==> config.mk <==
export PLATFORM = sky130hd
export DESIGN_NAME = lock_detect_top
export DESIGN_NICKNAME = d
export VERILOG_FILES = /design/src/rtl/lock_detect_pkg.sv /design/src/rtl/lock_detect_datapath.sv /design/src/rtl/lock_detect_control.sv /design/src/rtl/lock_detect_top.sv
export SDC_FILE = /design/constraint.sdc
export NUM_CORES = 1
export LEC_CHECK = 0
export BUFFER_PORTS_ARGS = -buffer_cell sky130_fd_sc_hd__buf_2
export CAP_MARGIN = 20
export CORE_UTILIZATION = 56
export CTS_BUF_LIST = sky130_fd_sc_hd__clkbuf_8 sky130_fd_sc_hd__clkbuf_16
export DETAILED_ROUTE_END_ITERATION = 8
export PLACE_DENSITY = 0.76
export SLEW_MARGIN = 20
export SYNTH_ARGS = -nofsm -noshare
export SYNTH_HDL_FRONTEND = slang
export SYNTH_SLANG_ARGS = --single-unit
export TNS_END_PERCENT = 10
==> constraint.sdc <==
create_clock -name clk -period 1.93 [get_ports clk]
set_input_delay 0.386 -clock clk [delete_from_list [all_inputs] [get_ports clk]]
set_output_delay 0.386 -clock clk [all_outputs]
set_load 0.005 [all_outputs]
==> src/rtl/lock_detect_pkg.sv <==
package lock_detect_pkg;

  typedef enum logic [1:0] {
    PAIR_IDLE    = 2'd0,
    PAIR_WAITFB  = 2'd1,
    PAIR_WAITREF = 2'd2
  } pairState_t;

  // strobes from control to datapath
  typedef struct packed {
    logic cntLoad;  // first edge seen: counter becomes 1
    logic cntInc;   // still waiting: advance counter
    logic cntClr;   // pair finished or abandoned
  } cntStrobe_t;

endpackage

==> src/rtl/lock_detect_datapath.sv <==
module lock_detect_datapath
  import lock_detect_pkg::*;
#(
  parameter int SET_WIN0 = 19,
  parameter int CLR_WIN0 = 30,
  parameter int SET_WIN1 = 7,
  parameter int CLR_WIN1 = 14,
  parameter int CNT_W    = 5
) (
  input  logic       clk,
  input  logic       rst,
  input  logic       refIn,
  input  logic       fbIn,
  input  logic       windowSel,
  input  cntStrobe_t strobe,
  output logic       refEdge,
  output logic       fbEdge,
  output logic       sepInSet,
  output logic       sepAtClear,
  output logic       cntNonZero
);

  localparam int CLR_MAX = (CLR_WIN0 > CLR_WIN1) ? CLR_WIN0 : CLR_WIN1;

  logic             refPrev;
  logic             fbPrev;
  logic [CNT_W-1:0] sepCnt;
  logic [CNT_W-1:0] setLimit;
  logic [CNT_W-1:0] clrLimit;

  always_ff @(posedge clk) begin
    if (rst) begin
      refPrev <= 1'b0;
      fbPrev  <= 1'b0;
    end else begin
      refPrev <= refIn;
      fbPrev  <= fbIn;
    end
  end

  assign refEdge = refIn & ~refPrev;
  assign fbEdge  = fbIn & ~fbPrev;

  always_ff @(posedge clk) begin
    if (rst || strobe.cntClr) begin
      sepCnt <= '0;
    end else if (strobe.cntLoad) begin
      sepCnt <= CNT_W'(1);
    end else if (strobe.cntInc) begin
      sepCnt <= sepCnt + CNT_W'(1);
    end
  end

  always_comb begin
    if (windowSel) begin
      setLimit = CNT_W'(SET_WIN1);
      clrLimit = CNT_W'(CLR_WIN1);
    end else begin
      setLimit = CNT_W'(SET_WIN0);
      clrLimit = CNT_W'(CLR_WIN0);
    end
  end

  assign sepInSet   = (sepCnt <= setLimit);
  assign sepAtClear = (sepCnt >= clrLimit);
  assign cntNonZero = (sepCnt != '0);

  // the separation count never runs past the widest clear threshold
  a_r6_cnt_bound: assert property (@(posedge clk) disable iff (rst)
    sepCnt <= CNT_W'(CLR_MAX));

endmodule

==> src/rtl/lock_detect_control.sv <==
module lock_detect_control
  import lock_detect_pkg::*;
#(
  parameter int SET_PAIRS = 3,
  parameter int RUN_W     = 2
) (
  input  logic       clk,
  input  logic       rst,
  input  logic       detectOff,
  input  logic       refEdge,
  input  logic       fbEdge,
  input  logic       sepInSet,
  input  logic       sepAtClear,
  input  logic       cntNonZero,
  output cntStrobe_t strobe,
  output logic       lockFlag
);

  pairState_t       pairState;
  pairState_t       pairNext;
  logic [RUN_W-1:0] runCnt;
  logic             pairGood;   // completed pair inside set window
  logic             pairBad;    // separated pair or timeout
  logic             pairMid;    // completed pair between the limits
  logic             partnerEdge;
  logic             leaderEdge;

  always_comb begin
    partnerEdge = 1'b0;
    leaderEdge  = 1'b0;
    case (pairState)
      PAIR_WAITFB: begin
        partnerEdge = fbEdge;
        leaderEdge  = refEdge;
      end
      PAIR_WAITREF: begin
        partnerEdge = refEdge;
        leaderEdge  = fbEdge;
      end
      default: ;
    endcase
  end

  always_comb begin
    pairNext = pairState;
    strobe   = '0;
    pairGood = 1'b0;
    pairBad  = 1'b0;
    pairMid  = 1'b0;
    if (pairState == PAIR_IDLE) begin
      if (refEdge && fbEdge) begin
        pairGood = 1'b1;
      end else if (refEdge) begin
        pairNext       = PAIR_WAITFB;
        strobe.cntLoad = 1'b1;
      end else if (fbEdge) begin
        pairNext       = PAIR_WAITREF;
        strobe.cntLoad = 1'b1;
      end
    end else begin
      if (partnerEdge) begin
        pairNext      = PAIR_IDLE;
        strobe.cntClr = 1'b1;
        if (sepAtClear) begin
          pairBad = 1'b1;
        end else if (sepInSet) begin
          pairGood = 1'b1;
        end else begin
          pairMid = 1'b1;
        end
      end else if (leaderEdge) begin
        pairBad        = 1'b1;
        strobe.cntLoad = 1'b1;
      end else if (sepAtClear) begin
        pairBad       = 1'b1;
        pairNext      = PAIR_IDLE;
        strobe.cntClr = 1'b1;
      end else begin
        strobe.cntInc = 1'b1;
      end
    end
    if (detectOff) begin
      pairNext = PAIR_IDLE;
      strobe   = '0;
      strobe.cntClr = 1'b1;
    end
  end

  always_ff @(posedge clk) begin
    if (rst) begin
      pairState <= PAIR_IDLE;
    end else begin
      pairState <= pairNext;
    end
  end

  always_ff @(posedge clk) begin
    if (rst || detectOff) begin
      lockFlag <= 1'b0;
      runCnt   <= '0;
    end else if (pairBad) begin
      lockFlag <= 1'b0;
      runCnt   <= '0;
    end else if (pairGood && !lockFlag) begin
      if (runCnt == RUN_W'(SET_PAIRS - 1)) begin
        lockFlag <= 1'b1;
        runCnt   <= '0;
      end else begin
        runCnt <= runCnt + RUN_W'(1);
      end
    end else if (pairMid && !lockFlag) begin
      runCnt <= '0;
    end
  end

  // a disable leaves the flag low on the next cycle
  a_r8_off_forces_unlock: assert property (@(posedge clk) disable iff (rst)
    detectOff |=> !lockFlag);

  // the flag only rises right after a coincident edge arrival
  a_r2_rise_needs_edge: assert property (@(posedge clk) disable iff (rst)
    $rose(lockFlag) |-> $past((refEdge || fbEdge) && sepInSet && !detectOff));

  // the flag only falls on disable, an edge or a threshold hit
  a_r4_fall_has_cause: assert property (@(posedge clk) disable iff (rst)
    $fell(lockFlag) |-> $past(detectOff || refEdge || fbEdge || sepAtClear));

  // while a pair is open the datapath counter is running
  a_r1_open_pair_counts: assert property (@(posedge clk) disable iff (rst)
    (pairState != PAIR_IDLE) |-> cntNonZero);

endmodule

==> src/rtl/lock_detect_top.sv <==
module lock_detect_top
  import lock_detect_pkg::*;
#(
  parameter int SET_WIN0  = 19,
  parameter int CLR_WIN0  = 30,
  parameter int SET_WIN1  = 7,
  parameter int CLR_WIN1  = 14,
  parameter int SET_PAIRS = 3
) (
  input  logic clk,
  input  logic rst,
  input  logic refIn,
  input  logic fbIn,
  input  logic windowSel,
  input  logic detectOff,
  input  logic activeLow,
  output logic lockOut
);

  localparam int CLR_MAX = (CLR_WIN0 > CLR_WIN1) ? CLR_WIN0 : CLR_WIN1;
  localparam int CNT_W   = $clog2(CLR_MAX + 1);
  localparam int RUN_W   = (SET_PAIRS > 1) ? $clog2(SET_PAIRS) : 1;

  cntStrobe_t strobe;
  logic refEdge, fbEdge, sepInSet, sepAtClear, cntNonZero, lockFlag;

  lock_detect_datapath #(
    .SET_WIN0(SET_WIN0), .CLR_WIN0(CLR_WIN0),
    .SET_WIN1(SET_WIN1), .CLR_WIN1(CLR_WIN1),
    .CNT_W(CNT_W)
  ) u_datapath (
    .clk(clk), .rst(rst), .refIn(refIn), .fbIn(fbIn),
    .windowSel(windowSel), .strobe(strobe),
    .refEdge(refEdge), .fbEdge(fbEdge),
    .sepInSet(sepInSet), .sepAtClear(sepAtClear),
    .cntNonZero(cntNonZero)
  );

  lock_detect_control #(
    .SET_PAIRS(SET_PAIRS), .RUN_W(RUN_W)
  ) u_control (
    .clk(clk), .rst(rst), .detectOff(detectOff),
    .refEdge(refEdge), .fbEdge(fbEdge),
    .sepInSet(sepInSet), .sepAtClear(sepAtClear),
    .cntNonZero(cntNonZero), .strobe(strobe), .lockFlag(lockFlag)
  );

  assign lockOut = activeLow ? ~lockFlag : lockFlag;

endmodule

; ---- Word-level counts from Yosys, hierarchy flattened
; Index checks and enable logic that the tools add are counted.
[totals]
reg_bits = 12
in_bits = 7
output_inout_bits = 1
elab_cells = 78
[op_classes]
add_sub_neg = 2
n_lt_le_gt_ge = 2
eq_ne = 6
mux = 41
bitwise = 5
n_reduce_logical = 15
[op_table]
columns = op, n
row1 = $mux 2, 13
row2 = $mux 1, 23
row3 = $mux 5, 2
row4 = $reduce_or 2->1, 3
row5 = $add 5x1->5 const B, 1
row6 = $ge 5x5->1, 1
row7 = $le 5x5->1, 1
row8 = $eq 2x2->1 const B, 2
row9 = $pmux 1 s2, 2
row10 = $reduce_and 4->1, 1
row11 = $reduce_bool 2->1, 2
row12 = $logic_and 1x1->1, 3
row13 = $mux 3, 1
row14 = $ne 3x1->1 const B, 1
row15 = $ne 3x2->1 const B, 1
row16 = $not 1->1, 3
row17 = $reduce_bool 3->1, 1
row18 = $add 2x1->2 const B, 1
row19 = $and 1x1->1, 2
row20 = $eq 2x1->1 const B, 1
row21 = $logic_not 2->1, 1
row22 = $logic_or 1x1->1, 2
row23 = $ne 2x2->1 const B, 1
row24 = $reduce_and 2->1, 1
row25 = $logic_not 1->1, 1

; ---- Longest topological paths before layout
[logic_depth]
ltp_word = 9
depth_mapped = 8
ltp_nobuf = 7

; ---- By module
; Synthesis repeated with hierarchy kept, for this count alone.
[unflattened]
cells_unflattened = 95
area_unflattened_um2 = 862.1
[by_module_without_submodules]
columns = mod, instances, cells_per_inst, area_each_um2, seq_area_each_um2
row1 = lock_detect_control, 1, 52, 440.4, 100.1
row2 = lock_detect_datapath, 1, 42, 412.9, 140.1
row3 = lock_detect_top, 1, 1, 8.8, 0.0

; ---- Least setup slack after synthesis
; OpenSTA, ideal clock, no wires.
[synth_timing]
kind = in2reg
from = input port windowSel
to = register u_control.runCnt[0]
setup_time_ps = 58
arrival_ps = 1710
required_ps = 1872
slack_ps = 161
cell_stages = 6
n_path_buf = 0
cell_sequence = ha_1 > o21ai_0 > o311ai_1 > a211o_1 > a2111oi_2 > o21ba_1
[synth_via]
elab_chain_cells = 8
elab_cells_between_ends = 21
classes_between = 2 x order compare / 15 x mux / 4 x reduce/logical
[synth_lines]
columns = element, line
row1 = start: declaration, lock_detect_top.sv:14  ; input logic windowSel,
row2 = $mux 5, lock_detect_datapath.sv:55  ; if (windowSel) begin
row3 = $le 5x5->1, lock_detect_datapath.sv:64  ; assign sepInSet = (sepCnt <= setLimit);
row4 = $mux 1, lock_detect_control.sv:66  ; end else if (sepInSet) begin
row5 = $mux 1, lock_detect_control.sv:64  ; if (sepAtClear) begin
row6 = $mux 1, lock_detect_control.sv:61  ; if (partnerEdge) begin
row7 = $mux 1, lock_detect_control.sv:50  ; if (pairState == PAIR_IDLE) begin
row8 = "$logic_and 1x1->1, on equally long branches", "lock_detect_control.sv:104, lock_detect_control.sv:111"
row9 = $mux 2 / $reduce_bool 2->1 (equally long branches), --
row10 = end signal: assignment, lock_detect_control.sv:109  ; runCnt <= runCnt + RUN_W'(1);
row11 = end: declaration, lock_detect_control.sv:21  ; logic [RUN_W-1:0] runCnt;
; Parallel ways exist; a longest one is shown, timed or not.
; A chain may end at the register's enable or synchronous reset.

; ---- Worst setup path after layout
[layout_timing]
from = register u_control.pairState[0]
to = register u_control.runCnt[0]
[layout_via]
elab_chain_cells = 6
elab_cells_between_ends = 17
classes_between = 2 x eq/ne / 10 x mux / 5 x reduce/logical
[layout_lines]
columns = element, line
row1 = start: declaration, lock_detect_control.sv:19  ; pairState_t pairState;
row2 = start signal: assignment, lock_detect_control.sv:93  ; pairState <= pairNext;
row3 = $eq 2x2->1 / $eq 2x1->1 (equally long branches), lock_detect_control.sv:31  ; case (pairState)
row4 = $pmux 1 s2, lock_detect_control.sv:31
row5 = "$mux 1, on equally long branches", "lock_detect_control.sv:71, lock_detect_control.sv:61"
row6 = "$mux 1, on equally long branches", "lock_detect_control.sv:61, lock_detect_control.sv:50"
row7 = "$mux 1, or another cell as far along", lock_detect_control.sv:50
row8 = "$reduce_or 2->1 (no source line), or another cell as far along", --
; Parallel ways exist; a longest one is shown, timed or not.

==> key figures <==
Status
  – Status: completed

Logic synthesis
  – EDFF count, synth: 0
  – Sequential-to-total area share from yosys stat: 0.287
  – Synthesized area: 838 um^2
  – Syn_nets: 111
  – Ys flop type: dfxtp_1
  – Compound-Gate Fraction of Synth Area: 0.227
  – Syn Inst Count: 96
  – Synth Area in XOR/XNOR: 0.0522
  – Adder-cell share of the synthesized area: 0.119
  – Largest family of logic cells by synthesized area: simple AND/OR/NAND/NOR gates
  – Distinct cells, synth: 36
  – Flip-flop and latch count after synthesis: 12
  – Synth warn: 0
  – Async set-reset flop share out of synthesis: 0
  – Avg Inst Size Synth: 8.73 um^2
  – Post-synthesis mux area share: 0
  – Simple-gate area share of the yosys netlist: 0.278

Final layout
  – Register area: 243 um^2
  – # fillers: 101
  – # diodes: 0
  – Multi-input logic area: 588 um^2
  – Layout cell share with drive strength beyond 1: 0.268
  – Nets: 129
  – Post-route cell area: 0.00100 mm^2
  – Area growth from synthesis to layout: 19.9%

Global routing
  – GR Util met1: 0.257
  – GRT Total Usage: 0.243
  – Vias in the first global route: 654
  – Grt ovf: 0
  – GRT met3 Usage: 0.0707
  – Largest net degree at the start of global routing: 7
  – Most used routing layer: met2
  – First-pass GRT wire length: 2570 um
  – Initial antenna violation count: 0
  – Met2 Usage GRT: 0.425

Setup path
  – Reg-to-Reg End: u_control.runCnt[0]$_SDFFE_PP0P_
  – CP Launch Type: flop
  – CP cell instances: inv_1, ha_1, and3b_2, o21ai_1, buf_4, a211o_1, a2111oi_4, o21ba_1
  – R2R Path Start: u_control.pairState[0]$_SDFFE_PP0P_
  – Slowest-stage cell, CP: dfxtp_2
  – WP buf/inv: 2
  – Crit Path Class: flop to flop
  – Crit-path max cell delay: 0.33 ns
  – Delay-heaviest family, CP: compound AO/OA/AOI/OAI gates
  – R2r setup slk: 0.11 ns
  – Worst-path fanout max: 3
  – CP endpoint kind: flop
  – Worst EP arrival: 2.01 ns
  – R2r worst-path depth: 8
  – CP required: 2.11 ns

Placement
  – Dpl cell area: 940 um^2
  – Placement Setup Slack: -0.0397 ns
  – Dpl hpwl: 1380 um
  – RD Place Congestion: 0.785
  – Port Buf Inserts: 7

Detailed routing
  – Iteration-0 DRC count of the detailed router: 17
  – Antenna viol nets, final: 0
  – DRC: 0
  – Vias: 750
  – Via density: 5.91
  – Total Routed Length: 1740 um
  – TritonRoute pass-1 iters: 4
  – Wire per inst: 13.7 um

CTS
  – Hold_buf cts: 0
  – Htree depth: 1
  – CTS Buf Count: 3
  – CTS tree: built
  – CTS Root Cell: clkbuf_8
  – CTS clk-pin slew, worst paths: 0.05 ns
  – Clk_lat worst skew: 0.24 ns
  – Clock Tree Buf Depth: 2
  – CTS sink cnt: 12

Power and ir drop
  – Leakage: 0.413 nW
  – Pwr/cell area: 572 mW/mm^2
  – Peak supply drop: 0.000460 V

Timing
  – Fmax: 549 MHz
  – PnR worst setup slack: 0.108 ns
  – Worst-margin pin slew: 0.439 ns
  – Setup violators final: 0
  – Slew Limit Headroom: 0.706
  – Setup TNS: 0 ns
  – Final Skew: 0.00526 ns
  – Final Critical Period: 1.82 ns
  – Final period utilization: 0.944
  – Final Max Slew Viols: 0
  – Final Hold Viols: 0

Floorplanning
  – Die width: 40.7 um
  – Initial Utilization: 0.621
  – Die area: 0.00166 mm^2
  – Row count: 13
  – DIE HEIGHT: 40.7 um
  – Core area: 0.00135 mm^2
  – I/O Pins: 8

Worst hold path
  – Hold path depth: 2
  – Hold_sp: rst
  – Hold crit path type: primary input to flop
  – WHS Endpoint: u_datapath.fbPrev$_SDFF_PP0_

Job
  – Max Cap Viol: 0
## worst reg2reg max path: stages, from the launching register on
cell and delay [ns]:
dfxtp_2 0.33, inv_1 0.08, ha_1 0.18, and3b_2 0.20
o21ai_1 0.07, buf_4 0.14, a211o_1 0.30, a2111oi_4 0.29
o21ba_1 0.17
## layout by cell type (no fill, tap or decap), types with 2 or more instances in the layout
master	n
a21oi_1	3
a32o_1	2
and3b_1	3
buf_2	7
buf_4	7
clkbuf_8	3
dfxtp_1	10
dfxtp_2	2
ha_1	7
inv_1	7
nand2_1	7
nand3_1	5
nor2_1	9
nor2b_1	5
nor4_1	2
o2111ai_2	2
o21ai_0	3
o21ai_1	2
o221a_2	2
xnor2_1	4
## layer usage
layer  wire [um]  vias up  part of all wire
met2         842       21              0.49
met1         822      339              0.47
met4          17        0            0.0098
met3          54        2             0.031
li1            -      388                 -
met5           0        -                 0
## sequential cells by signal, indices dropped and copies added (netlist names)
| name | count |
|---|---|
| u_control.runCnt | 2 |
| u_datapath.refPrev | 1 |
| u_datapath.sepCnt | 5 |
| u_control.pairState | 2 |
| u_control.lockFlag | 1 |
| u_datapath.fbPrev | 1 |
## report_power, final
part / internal (mW) / switching [mW] / leakage [nW]
Clock: 0.137 / 0.0888 / 0.0216
Combinational: 0.0410 / 0.0478 / 0.293
Sequential: 0.255 / 0.00484 / 0.0984
Total: 0.433 / 0.141 / 0.413
## through the flow
stage	util	cells	power, mW	hold WS (ns)
6_report	0.744	127	0.574	0.333
5_1_grt	0.744	127	0.603	0.328
4_1_cts	0.727	127	0.576	0.332
3_5_place_dp	0.696	124	0.348	0.537
3_3_place_gp	0.696	124	0.345	0.515
2_1_floorplan	-	96	0.317	0.458
## synth_stat cells (all sizes together), types with 3 or more instances
cell type  instances  area share
and3b              4       0.043
inv                7       0.031
nor2b              5       0.037
a21oi              3       0.018
xnor2              4       0.042
nand2              8       0.039
nor2               9       0.040
o21ai              5       0.030
ha                 8        0.12
dfxtp             12        0.29
nand3              5       0.030
## cells by family (layout without fill, tap and decap cells)
kind of cell	count (synthesis)	count (layout)
adders and majority gates	8	8
xor gates and xnor gates	5	5
and+or+nand+nor	40	40
DFF	12	12
buffers and inverters	8	24
AOI/OAI and AO/OA	23	23
## worst max path at each step
stage | startpoint | to | slack [ns] | depth (start not counted)
finish | u_control.pairState[0]$_SDFFE_PP0P_ | u_control.runCnt[0]$_SDFFE_PP0P_ | 0.11 | 8
global route | u_control.pairState[1]$_SDFFE_PP0P_ | u_control.runCnt[0]$_SDFFE_PP0P_ | -0.007 | 8
CTS | u_control.pairState[0]$_SDFFE_PP0P_ | u_datapath.sepCnt[4]$_SDFFE_PP0P_ | 0.01 | 7
detailed placement | windowSel | u_control.runCnt[0]$_SDFFE_PP0P_ | -0.04 | 7
global placement | windowSel | u_control.runCnt[0]$_SDFFE_PP0P_ | 0.01 | 7
floorplan | windowSel | u_control.runCnt[0]$_SDFFE_PP0P_ | 0.16 | 6
## layout make-up
| type | instances | area share |
|---|---|---|
| Multi-Input combinational cell | 76 | 0.585 |
| Sequential cell | 12 | 0.242 |
| Timing Repair Buffer | 14 | 0.0872 |
| Clock buffer | 3 | 0.0411 |
| Inverter | 7 | 0.0262 |
| Tap cell | 15 | 0.0187 |
## repair_timing
action / in CTS / in global routing
gates resized for setup: 0 / 7
setup endpoints to repair: 0 / 8
setup buffers: 0 / 0
No activity file was read; power rests on OpenSTA's default activity.
